## config.mk

```make
export PLATFORM = sky130hd
export DESIGN_NAME = crc4_resync_mon
export DESIGN_NICKNAME = d
export VERILOG_FILES = /design/src/rtl/crc4rs_pkg.sv /design/src/rtl/crc4rs_qualify.sv /design/src/rtl/crc4rs_window.sv /design/src/rtl/crc4rs_pm_ctr.sv /design/src/rtl/crc4_resync_mon.sv
export SDC_FILE = /design/constraint.sdc
export NUM_CORES = 1
export LEC_CHECK = 0
export BUFFER_PORTS_ARGS = -buffer_cell sky130_fd_sc_hd__buf_2
export CAP_MARGIN = 25
export CORE_MARGIN = 3
export CORE_UTILIZATION = 45
export DETAILED_ROUTE_END_ITERATION = 6
export GPL_TIMING_DRIVEN = 1
export PLACE_DENSITY = 0.68
export SLEW_MARGIN = 30
export SYNTH_ARGS = -nofsm -noshare
export SYNTH_HDL_FRONTEND = slang
export SYNTH_HIERARCHICAL = 1
export SYNTH_SLANG_ARGS = --single-unit
```

## constraint.sdc

```tcl
create_clock -name clk -period 2.9 [get_ports clk]
set_input_delay 0.87 -clock clk [delete_from_list [all_inputs] [get_ports clk]]
set_output_delay 0.87 -clock clk [all_outputs]
set_load 0.05 [all_outputs]
```

## src/rtl/crc4rs_pkg.sv

```systemverilog
// Shared types and helpers for the CRC4 resync monitor.
// Assumes: counts are unsigned and never exceed the parameters they are sized from.
package crc4rs_pkg;

    // One qualified CRC result as seen by the counting logic.
    typedef struct packed {
        logic counted;   // result is inside the synchronous state
        logic errored;   // result carried a CRC mismatch
    } crc_evt_t;

    // Bits needed to hold the values 0..n.
    function automatic int cnt_w(input int n);
        return (n < 2) ? 1 : $clog2(n + 1);
    endfunction

endpackage

```

## src/rtl/crc4rs_qualify.sv

```systemverilog
// Turns the raw CRC strobe into a counted event and spots the regain of multiframe sync.
// Assumes: mf_sync and df_sync are already synchronous to clk.
module crc4rs_qualify
    import crc4rs_pkg::*;
(
    input  logic     clk,
    input  logic     rst_n,
    input  logic     crc_valid,
    input  logic     crc_err,
    input  logic     mf_sync,
    input  logic     df_sync,
    output crc_evt_t evt,
    output logic     mf_regain
);

    logic mf_q;

    // Remembers last cycle's multiframe sync flag for edge detection.
    always_ff @(posedge clk) begin
        if (!rst_n) mf_q <= 1'b0;
        else        mf_q <= mf_sync;
    end

    // Counts only while both alignment levels are held; the rise of mf_sync marks a regain.
    always_comb begin
        evt.counted = crc_valid && mf_sync && df_sync;
        evt.errored = crc_valid && mf_sync && df_sync && crc_err;
        mf_regain   = mf_sync && !mf_q;
    end

endmodule

```

## src/rtl/crc4rs_window.sv

```systemverilog
// Block counter and error counter that decide on false alignment.
// Assumes: 2 <= THRESH <= WIN, and events arrive at most once per cycle.
module crc4rs_window
    import crc4rs_pkg::*;
#(
    parameter int WIN    = 1000,
    parameter int THRESH = 915
) (
    input  logic     clk,
    input  logic     rst_n,
    input  crc_evt_t evt,
    input  logic     mf_regain,
    input  logic     auto_en,
    output logic     resync_req
);

    localparam int             CW       = cnt_w(WIN);
    localparam logic [CW-1:0]  POS_LAST = CW'(WIN - 1);
    localparam logic [CW-1:0]  ERR_TRIP = CW'(THRESH - 1);

    logic [CW-1:0] pos_q, err_q;
    logic [CW-1:0] pos_base, err_base;
    logic [CW-1:0] pos_d, err_d;
    logic          fire;

    // Next-state logic: a regain clears first, then the current result is applied.
    always_comb begin
        pos_base = mf_regain ? '0 : pos_q;
        err_base = mf_regain ? '0 : err_q;
        pos_d    = pos_base;
        err_d    = err_base;
        fire     = 1'b0;
        if (evt.counted) begin
            fire = auto_en && evt.errored && (err_base == ERR_TRIP);
            if (fire || (pos_base == POS_LAST)) begin
                pos_d = '0;
                err_d = '0;
            end else begin
                pos_d = pos_base + 1'b1;
                err_d = err_base + CW'(evt.errored);
            end
        end
    end

    // Holds the block position and error count.
    always_ff @(posedge clk) begin
        if (!rst_n) begin
            pos_q <= '0;
            err_q <= '0;
        end else begin
            pos_q <= pos_d;
            err_q <= err_d;
        end
    end

    // Registers the one-cycle resync request.
    always_ff @(posedge clk) begin
        if (!rst_n) resync_req <= 1'b0;
        else        resync_req <= fire;
    end

endmodule

```

## src/rtl/crc4rs_pm_ctr.sv

```systemverilog
// Saturating errored-submultiframe counter for performance readout.
// Assumes: pm_clear is a single-cycle read strobe; an event in the clear cycle is kept.
module crc4rs_pm_ctr
    import crc4rs_pkg::*;
#(
    parameter int PM_W = 16
) (
    input  logic            clk,
    input  logic            rst_n,
    input  crc_evt_t        evt,
    input  logic            pm_clear,
    output logic [PM_W-1:0] pm_count
);

    localparam logic [PM_W-1:0] PM_MAX = {PM_W{1'b1}};

    logic [PM_W-1:0] base, nxt;

    // Clear first, then add the current errored result unless already at the ceiling.
    always_comb begin
        base = pm_clear ? '0 : pm_count;
        nxt  = base;
        if (evt.errored && (base != PM_MAX)) nxt = base + 1'b1;
    end

    // Holds the monitoring count.
    always_ff @(posedge clk) begin
        if (!rst_n) pm_count <= '0;
        else        pm_count <= nxt;
    end

endmodule

```

## src/rtl/crc4_resync_mon.sv

```systemverilog
// Top of the CRC4 errored-submultiframe resync monitor.
// Assumes: the framer acts on resync_req and restarts its own search; CRC is computed upstream.
module crc4_resync_mon
    import crc4rs_pkg::*;
#(
    parameter int WIN    = 1000,
    parameter int THRESH = 915,
    parameter int PM_W   = 16
) (
    input  logic            clk,
    input  logic            rst_n,
    input  logic            crc_valid,
    input  logic            crc_err,
    input  logic            mf_sync,
    input  logic            df_sync,
    input  logic            auto_resync_en,
    input  logic            pm_clear,
    output logic            resync_req,
    output logic [PM_W-1:0] pm_count
);

    crc_evt_t evt;
    logic     mf_regain;

    crc4rs_qualify u_qual (
        .clk       (clk),
        .rst_n     (rst_n),
        .crc_valid (crc_valid),
        .crc_err   (crc_err),
        .mf_sync   (mf_sync),
        .df_sync   (df_sync),
        .evt       (evt),
        .mf_regain (mf_regain)
    );

    crc4rs_window #(.WIN(WIN), .THRESH(THRESH)) u_win (
        .clk        (clk),
        .rst_n      (rst_n),
        .evt        (evt),
        .mf_regain  (mf_regain),
        .auto_en    (auto_resync_en),
        .resync_req (resync_req)
    );

    crc4rs_pm_ctr #(.PM_W(PM_W)) u_pm (
        .clk      (clk),
        .rst_n    (rst_n),
        .evt      (evt),
        .pm_clear (pm_clear),
        .pm_count (pm_count)
    );

endmodule

```

Word level (Yosys, flattened, before mapping)
Cells that the tools add are included.

Register bits after elaboration: 38. Latch bits: 0. Bits in writable memories: 0. ROM bits: 0. Input bits: 8. Word-level logic and storage cells: 29. Memories kept: 0.

Add/subtract/negate cells: 3. $mul: 0. Divide/modulo/power cells: 0. $lt $le $gt $ge: 0. Equal/unequal tests: 3. Shift operators: 0. Mux-type cells: 8. Bitwise gates (word level): 0. Reductions and logical operators: 10.

Operators with widths (count): 2-to-1 mux 10 bit (6); 2-to-1 mux 16 bit (2); equality test 10 bit, second input constant (2); adder 16 x 1 -> 16 bit, second input constant (1); != test 16 bit, second input constant (1); adder 10 x 1 -> 10 bit (1); adder 10 x 1 -> 10 bit, second input constant (1); logical AND 1 bit (7); AND reduction 2 bit (1); logical NOT 1 bit (1); logical OR 1 bit (1).

Depth between registers and ports, before layout
Gate-level depths: netlist of the first run.

Depth after elaboration: 8. Gate-level depth with buffers: 9. Gate-level depth less buffers: 8.

Hierarchy
Netlist of the first run, hierarchy kept.

By module, submodules not included: crc4rs_window (times used 1, cells each 118, area each 1033.5 um2, sequential area each 420.4 um2); crc4rs_pm_ctr (times used 1, cells each 99, area each 857.1 um2, sequential area each 320.3 um2); crc4rs_qualify (times used 1, cells each 5, area each 47.5 um2, sequential area each 20.0 um2).

Worst setup path before layout of the first run
Ideal clock, no wire load.

Kind: in2reg. Start point: in crc_valid. End point: reg u_pm.pm_count[10]. Setup time: 0.118 ns. Arrival: 2.325 ns. Path slack: 0.457 ns. Stages: 6. Path buffers: 1. Path through: and4_1 -> nand4b_2 -> or3_1 -> clkbuf_2 -> or3_1 -> o2111a_1.

Word-level cells in the longest chain between the ends: 5.

RTL lines: start, declared (RTL line crc4_resync_mon.sv:12) `input logic crc_valid,`; logical AND 1 bit (3 in a row) (RTL line crc4rs_qualify.sv:27) `evt.errored = crc_valid && mf_sync && df_sync && crc_err;`; logical AND 1 bit (RTL line crc4rs_pm_ctr.sv:23) `if (evt.errored && (base != PM_MAX)) nxt = base + 1'b1;`; 2-to-1 mux 16 bit (RTL line crc4rs_pm_ctr.sv:23); end signal, assigned (RTL line crc4rs_pm_ctr.sv:29) `else pm_count <= nxt;`; end, declared (RTL line crc4rs_pm_ctr.sv:12) `output logic [PM_W-1:0] pm_count`.

Every way passes these cells. A chain may end at the register's enable or synchronous reset.

Worst setup path after layout of the first run
Start point: in mf_sync. End point: reg u_win.err_q[0].

RTL lines: start, declared (RTL line crc4_resync_mon.sv:14) `input logic mf_sync,`; logical AND 1 bit * (RTL line crc4rs_qualify.sv:28) `mf_regain = mf_sync && !mf_q;`; via mf_regain (RTL line crc4_resync_mon.sv:23) `logic mf_regain;`; branches (longest 5 deep; another with adder 10 x 1 -> 10 bit); 2-to-1 mux 10 bit * (RTL line crc4rs_window.sv:33) `if (evt.counted) begin`; end signal, assigned (RTL line crc4rs_window.sv:52) `err_q <= err_d;`; end, declared (RTL line crc4rs_window.sv:21) `logic [CW-1:0] pos_q, err_q;`.

Mark *: on every way through the listed nets, which the timed path passes.

==> results_dict.tcl, run 1 <==
set metrics [dict create \
    ios 25 \
    pwr_density_cell_mw_per_mm2 443 \
    reg2reg_slack_ns 1.00 \
    drt_iter0_markers 85 \
    synth_edf_count 0 \
    htreeDepth 2 \
    required_ns 3.05 \
    grt-ovfl-total 0 \
    numPortBuffers 24 \
    synth_nets 232 \
    dieWidth_um 71.6 \
    whs_path_depth 2 \
    grt_pass1_wl_um 6590 \
    synthTopCellsByCount "dfxtp_1, nor2_1, nand2_1" \
    ys_seq_elements 38 \
    fillers 384 \
    synth_warnings 6 \
    synth_top_area_cell "dfxtp_1" \
    ys_types 52 \
    grt.busiest_layer "met2" \
    met2_usage_pct 23.1 \
    status "finished clean" \
    p_leak_uw 0.000841 \
    vias 1649 \
    vias_per_cell 5.44 \
    crit_arrival_ns 2.48 \
    avgSynthCellArea_um2 8.73 \
    nets 262 \
    grt_pass1_vias 1473 \
    worst-path-max-fanout 11 \
    routed_wl_um 3850 \
    multi_input_area_mm2 0.00110 \
    whs_endpoint "u_pm/pm_count[3]$_SDFF_PN0_" \
    postCtsSetupRepairBufs 0 \
    fin_setup_tns_ns 0 \
    worstReg2RegStart "u_win/err_q[3]$_SDFF_PN0_" \
    rr_endpoint "u_win/err_q[0]$_SDFF_PN0_" \
    cts.sinks 38 \
    rows 23 \
    drive_above_1_share_pct 19.8 \
    ctsLongestPathBuffers 2 \
    core_mm2 0.00409 \
    grt_use_met3_pct 4.91 \
    place_hpwl_um 2830 \
    yosysTopAreaCellShare_pct 39.3 \
    worstMarginPinSlew_ns 0.484 \
    cts.clk_slew.worst_paths_ns 0.07 \
    clock_latency_ns 0.28 \
    dr.pass1.iters 4 \
    grt_usage_pct 15.9 \
    initial_utilization_pct 47.4 \
    internal_power_uw 777 \
    wire_per_inst_um 12.7 \
    syn-instance-count 222 \
    antenna_cells 0 \
    rsz0062_at_grt "false" \
    hp-class "reg2reg" \
    power_frac_comb_pct 4.0 \
    p_seq_share_pct 53.3 \
    cts_tree "built" \
    hold_violations 0 \
    p_clk_share_pct 42.7 \
    cts_made_buffers 5 \
    regArea_um2 761 \
    hold_ws_ns 0.503 \
    setup_violations 0 \
    yosys.cell_count.top_type "dfxtp_1" \
    switching_share_pct 20.9 \
    relSlewSlack_pct 67.4 \
    clock_skew_ns 0.00455 \
    fmax_mhz 429 \
    area_delta_synth_final_pct 14.6 \
    cts-hold-fix-buffers 0 \
    ant_nets 0 \
    asyncSetResetFlopFracSynth_pct 0 \
    drc 0 \
    start_kind "primary input" \
    cts_root_buf "clkbuf_8" \
    grt_antenna_before_repair 0 \
    vdd_drop_max_mv 0.270 \
    crit_path_end_kind "flip-flop" \
    use_met1_pct 22.6 \
    ctsResizeCount 0 \
    ys.flop_type "dfxtp_1" \
    dieArea_mm2 0.00513 \
    drv_cap 0 \
    fin_crit_sh_pct 80.3 \
    min-delay-start "u_pm/pm_count[3]$_SDFF_PN0_" \
    total_power_uw 983 \
    timing.final.crit_period_ns 2.33 \
    critPathKind "in2reg" \
    rr_worst_depth 4 \
    yosysSeqAreaShare_pct 39.3 \
    synth_area_leaders "dfxtp_1, xnor2_1, nor2_1" \
    final-max-slew-violation-count 0 \
    grt_max_degree 13 \
    p_switching_uw 206 \
    gp_congestion 0.773 \
    netlist_area_mm2 0.00194 \
    die_h_um 71.6 \
]
==> flip-flops by register name (all words and copies together) (netlist names) <==
name	count
u_pm/pm_count	16
u_win/err_q	10
u_win/pos_q	10
u_qual/mf_q	1
u_win/resync_req	1
==> layout by cell type, fill, tap and decap left out, types with 3 or more instances in the layout <==
cell type	Yosys	routed
nor2b_1	7	7
buf_2	1	24
and3_1	5	5
o21ai_0	3	3
clkbuf_8	0	8
inv_1	9	9
dfxtp_1	38	38
nand4_1	7	7
nand3_1	8	8
xor2_1	4	4
nand2_1	17	17
nor4_1	4	4
a21oi_1	10	10
nor3_1	10	10
a211oi_1	3	3
mux2i_1	3	3
xnor2_1	13	13
or3_1	5	5
buf_4	0	5
and2b_2	3	3
nand4b_1	4	4
nor2_1	27	27
==> cell type report <==
| cell class | instances | area share, % |
|---|---|---|
| multi-input cells | 169 | 49.4 |
| inverters | 9 | 1.52 |
| well taps | 50 | 2.82 |
| repair buffers | 29 | 7.10 |
| clock buffers | 8 | 4.96 |
| flip-flops and latches | 38 | 34.3 |
==> through the flow <==
step | std cells | worst slack (ns) | instance area [um2] | utilization, %
after CTS | 303 | 0.592 | 2220 | 54.3
after floorplan | 222 | 0.457 | 1940 | -
after detailed placement | 295 | 0.288 | 2110 | 51.7
final | 303 | 0.571 | 2220 | 54.3
after global placement | 295 | 0.319 | 2110 | 51.7
after global routing | 303 | 0.437 | 2220 | 54.3
==> power by group through the flow <==
stage / Clock, uW / Combinational, uW / Sequential (uW)
5_1_grt: 456 / 43.3 / 524
3_3_place_gp: 0 / 39.0 / 537
4_1_cts: 432 / 39.4 / 524
2_1_floorplan: 0 / 27.2 / 538
6_report: 419 / 39.4 / 525
3_5_place_dp: 0 / 39.3 / 537
==> routing by layer <==
layer / share of wire (%) / up-vias
met5: 0 / -
met4: 1.0 / 0
met3: 5.1 / 4
met2: 41 / 34
met1: 53 / 751
li1: - / 860
==> worst max path at each step <==
stage               startpoint                           end  slack [ns]  cells past startpoint
finish                 mf_sync     u_win/err_q[0]$_SDFF_PN0_        0.57                      7
global route           mf_sync     u_win/pos_q[1]$_SDFF_PN0_        0.44                      7
CTS                    mf_sync     u_win/pos_q[1]$_SDFF_PN0_        0.59                      7
detailed placement     mf_sync     u_win/pos_q[1]$_SDFF_PN0_        0.29                      7
global placement       mf_sync     u_win/pos_q[1]$_SDFF_PN0_        0.32                      7
floorplan            crc_valid  u_pm/pm_count[10]$_SDFF_PN0_        0.46                      6
==> critical path, cell delays in order <==
cell and delay (ns):
buf_2 0.11, nor2b_1 0.15, buf_4 0.18, nand4b_1 0.24, nor4_2 0.40, nand3b_1 0.41
nor2_1 0.11
==> cell families (layout without fill, tap and decap cells) <==
kind of cell,Yosys count,in the layout,share of synthesized area [%]
and+or+nand+nor,119,119,36.4
DFF,38,38,39.3
AOI/OAI and AO/OA,28,28,9.62
xor gates and xnor gates,17,17,7.68
buffers and inverters,15,46,4.20
muxes,3,3,1.55
adders and majority gates,2,2,1.29
Note: power is estimated with default switching activity, not from simulation.
==> inputs of run 2 (changes only) <==
Clock period 2.9 ns to 2.15 ns, I/O delays scaled along.
==> run 2 against run 1 <==
Compared with the run above: clock power up 22%; critical path type unchanged; global-route usage up 2.6 points; non-clock buffer count up 16.
==> results_dict.tcl, run 2 (same netlist as run 1, synthesis figures left out) <==
set metrics [dict create \
    timing.final.crit_period_ns 1.96 \
    grt_max_degree 12 \
    ios 25 \
    vdd_drop_max_mv 0.273 \
    largest_reg_flops 16 \
    ctsResizeCount 0 \
    area_delta_synth_final_pct 19.9 \
    postCtsSetupRepairBufs 0 \
    vias_per_cell 5.46 \
    fin_setup_tns_ns 0 \
    switching_share_pct 22.7 \
    dieWidth_um 71.6 \
    dr.pass1.iters 5 \
    crit_arrival_ns 2.19 \
    gp_congestion 0.781 \
    preCtsSetupSlack_ns -0.0970 \
    relSlewSlack_pct 73.0 \
    fmax_mhz 510 \
    status "finished clean" \
    rsz0062_at_grt "false" \
    hold_ws_ns 0.504 \
    reg.largest.list "u_pm/pm_count (16), u_win/err_q (10), u_win/pos_q (10)" \
    final_cell_mix "dfxtp_1, nor2_1, buf_2" \
    vias 1742 \
    critPathKind "in2reg" \
    dieArea_mm2 0.00513 \
    ctsLongestPathBuffers 2 \
    ant_nets 0 \
    drc 0 \
    core_mm2 0.00409 \
    drive_above_1_share_pct 24.5 \
    cts.clk_slew.worst_paths_ns 0.07 \
    grt_usage_pct 18.5 \
    place_hpwl_um 3210 \
    drt_iter0_markers 114 \
    rows 23 \
    clock_latency_ns 0.29 \
    grt_pass1_wl_um 7510 \
    p_switching_uw 292 \
    routed_wl_um 4390 \
    p_clk_share_pct 39.7 \
    internal_power_uw 995 \
    crit_path_end_kind "flip-flop" \
    layout_setup_ws_ns 0.188 \
    hold_violations 0 \
    cts-hold-fix-buffers 0 \
    initial_utilization_pct 47.4 \
    power_frac_comb_pct 5.3 \
    numPortBuffers 24 \
    cts_tree "built" \
    wire_per_inst_um 13.8 \
    worst-path-max-fanout 5 \
    p_seq_share_pct 55.0 \
    cts.sinks 38 \
    start_kind "primary input" \
    cts_made_buffers 5 \
    pwr_density_cell_mw_per_mm2 554 \
    die_h_um 71.6 \
    htreeDepth 2 \
    fin_crit_sh_pct 91.2 \
    final-max-slew-violation-count 0 \
    p_leak_uw 0.000910 \
    mostFrequentLayoutCell "dfxtp_1" \
    grt-ovfl-total 0 \
    setup_violations 0 \
    nets 278 \
    worstMarginPinSlew_ns 0.401 \
    antenna_cells 0 \
    clock_skew_ns 0.00557 \
    hp-class "reg2reg" \
    grt_antenna_before_repair 0 \
    cts_root_buf "clkbuf_8" \
    top_register "u_pm/pm_count" \
    required_ns 2.38 \
    drv_cap 0 \
    grt_pass1_vias 1646 \
]
[run 2: layout make-up]
cell class	count	area [um2]
Tap cell	50	62.6
Sequential cell	38	761
Clock inverter	1	5.00
Fill cell	415	1760
Inverter	9	33.8
Multi-Input combinational cell	169	1100
Timing Repair Buffer	45	278
Clock buffer	7	86.3
[run 2: critical path, cell delays in order]
cell and delay, ns:
buf_2 0.09, and4_4 0.26, nand4b_2 0.16, or3_4 0.38, or4_1 0.49, a21oi_1 0.15
[run 2: path summary, 6_finish.rpt]
| check | from | to | slack [ns] | cells past startpoint |
|---|---|---|---|---|
| hold / removal | u_pm/pm_count[3]$_SDFF_PN0_ | u_pm/pm_count[3]$_SDFF_PN0_ | 0.50 | 2 |
| setup reg to reg | u_win/err_q[3]$_SDFF_PN0_ | u_win/err_q[9]$_SDFF_PN0_ | 0.34 | 5 |
| hold reg to reg | u_pm/pm_count[3]$_SDFF_PN0_ | u_pm/pm_count[3]$_SDFF_PN0_ | 0.50 | 2 |
| setup / recovery | crc_valid | u_pm/pm_count[14]$_SDFF_PN0_ | 0.19 | 6 |
[run 2: stage by stage]
step / cell area (um2) / total power (uW) / util, % / std cells
after floorplan: 1940 / 762 / - / 222
after global placement: 2230 / 791 / 54.7 / 311
after detailed placement: 2230 / 792 / 54.7 / 311
after CTS: 2320 / 1300 / 56.9 / 319
after global routing: 2320 / 1350 / 56.9 / 319
final: 2320 / 1290 / 56.9 / 319
[run 2: metal layers]
metal  global-route usage, %  vias to the layer above  part of all wire, %
met3                    4.49                        8                  4.3
met5                       0                        -                    0
met1                    25.3                      813                   50
li1                        -                      888                    -
met4                    6.26                        0                  1.1
met2                    28.6                       33                   45
[run 2: power groups by stage]
stage               Sequential, uW  Combinational, uW  Clock, uW
floorplan                      725               37.1          0
global placement               724               67.2          0
detailed placement             724               68.2          0
CTS                            708               68.8        521
global route                   708               75.3        565
finish                         708               68.6        510
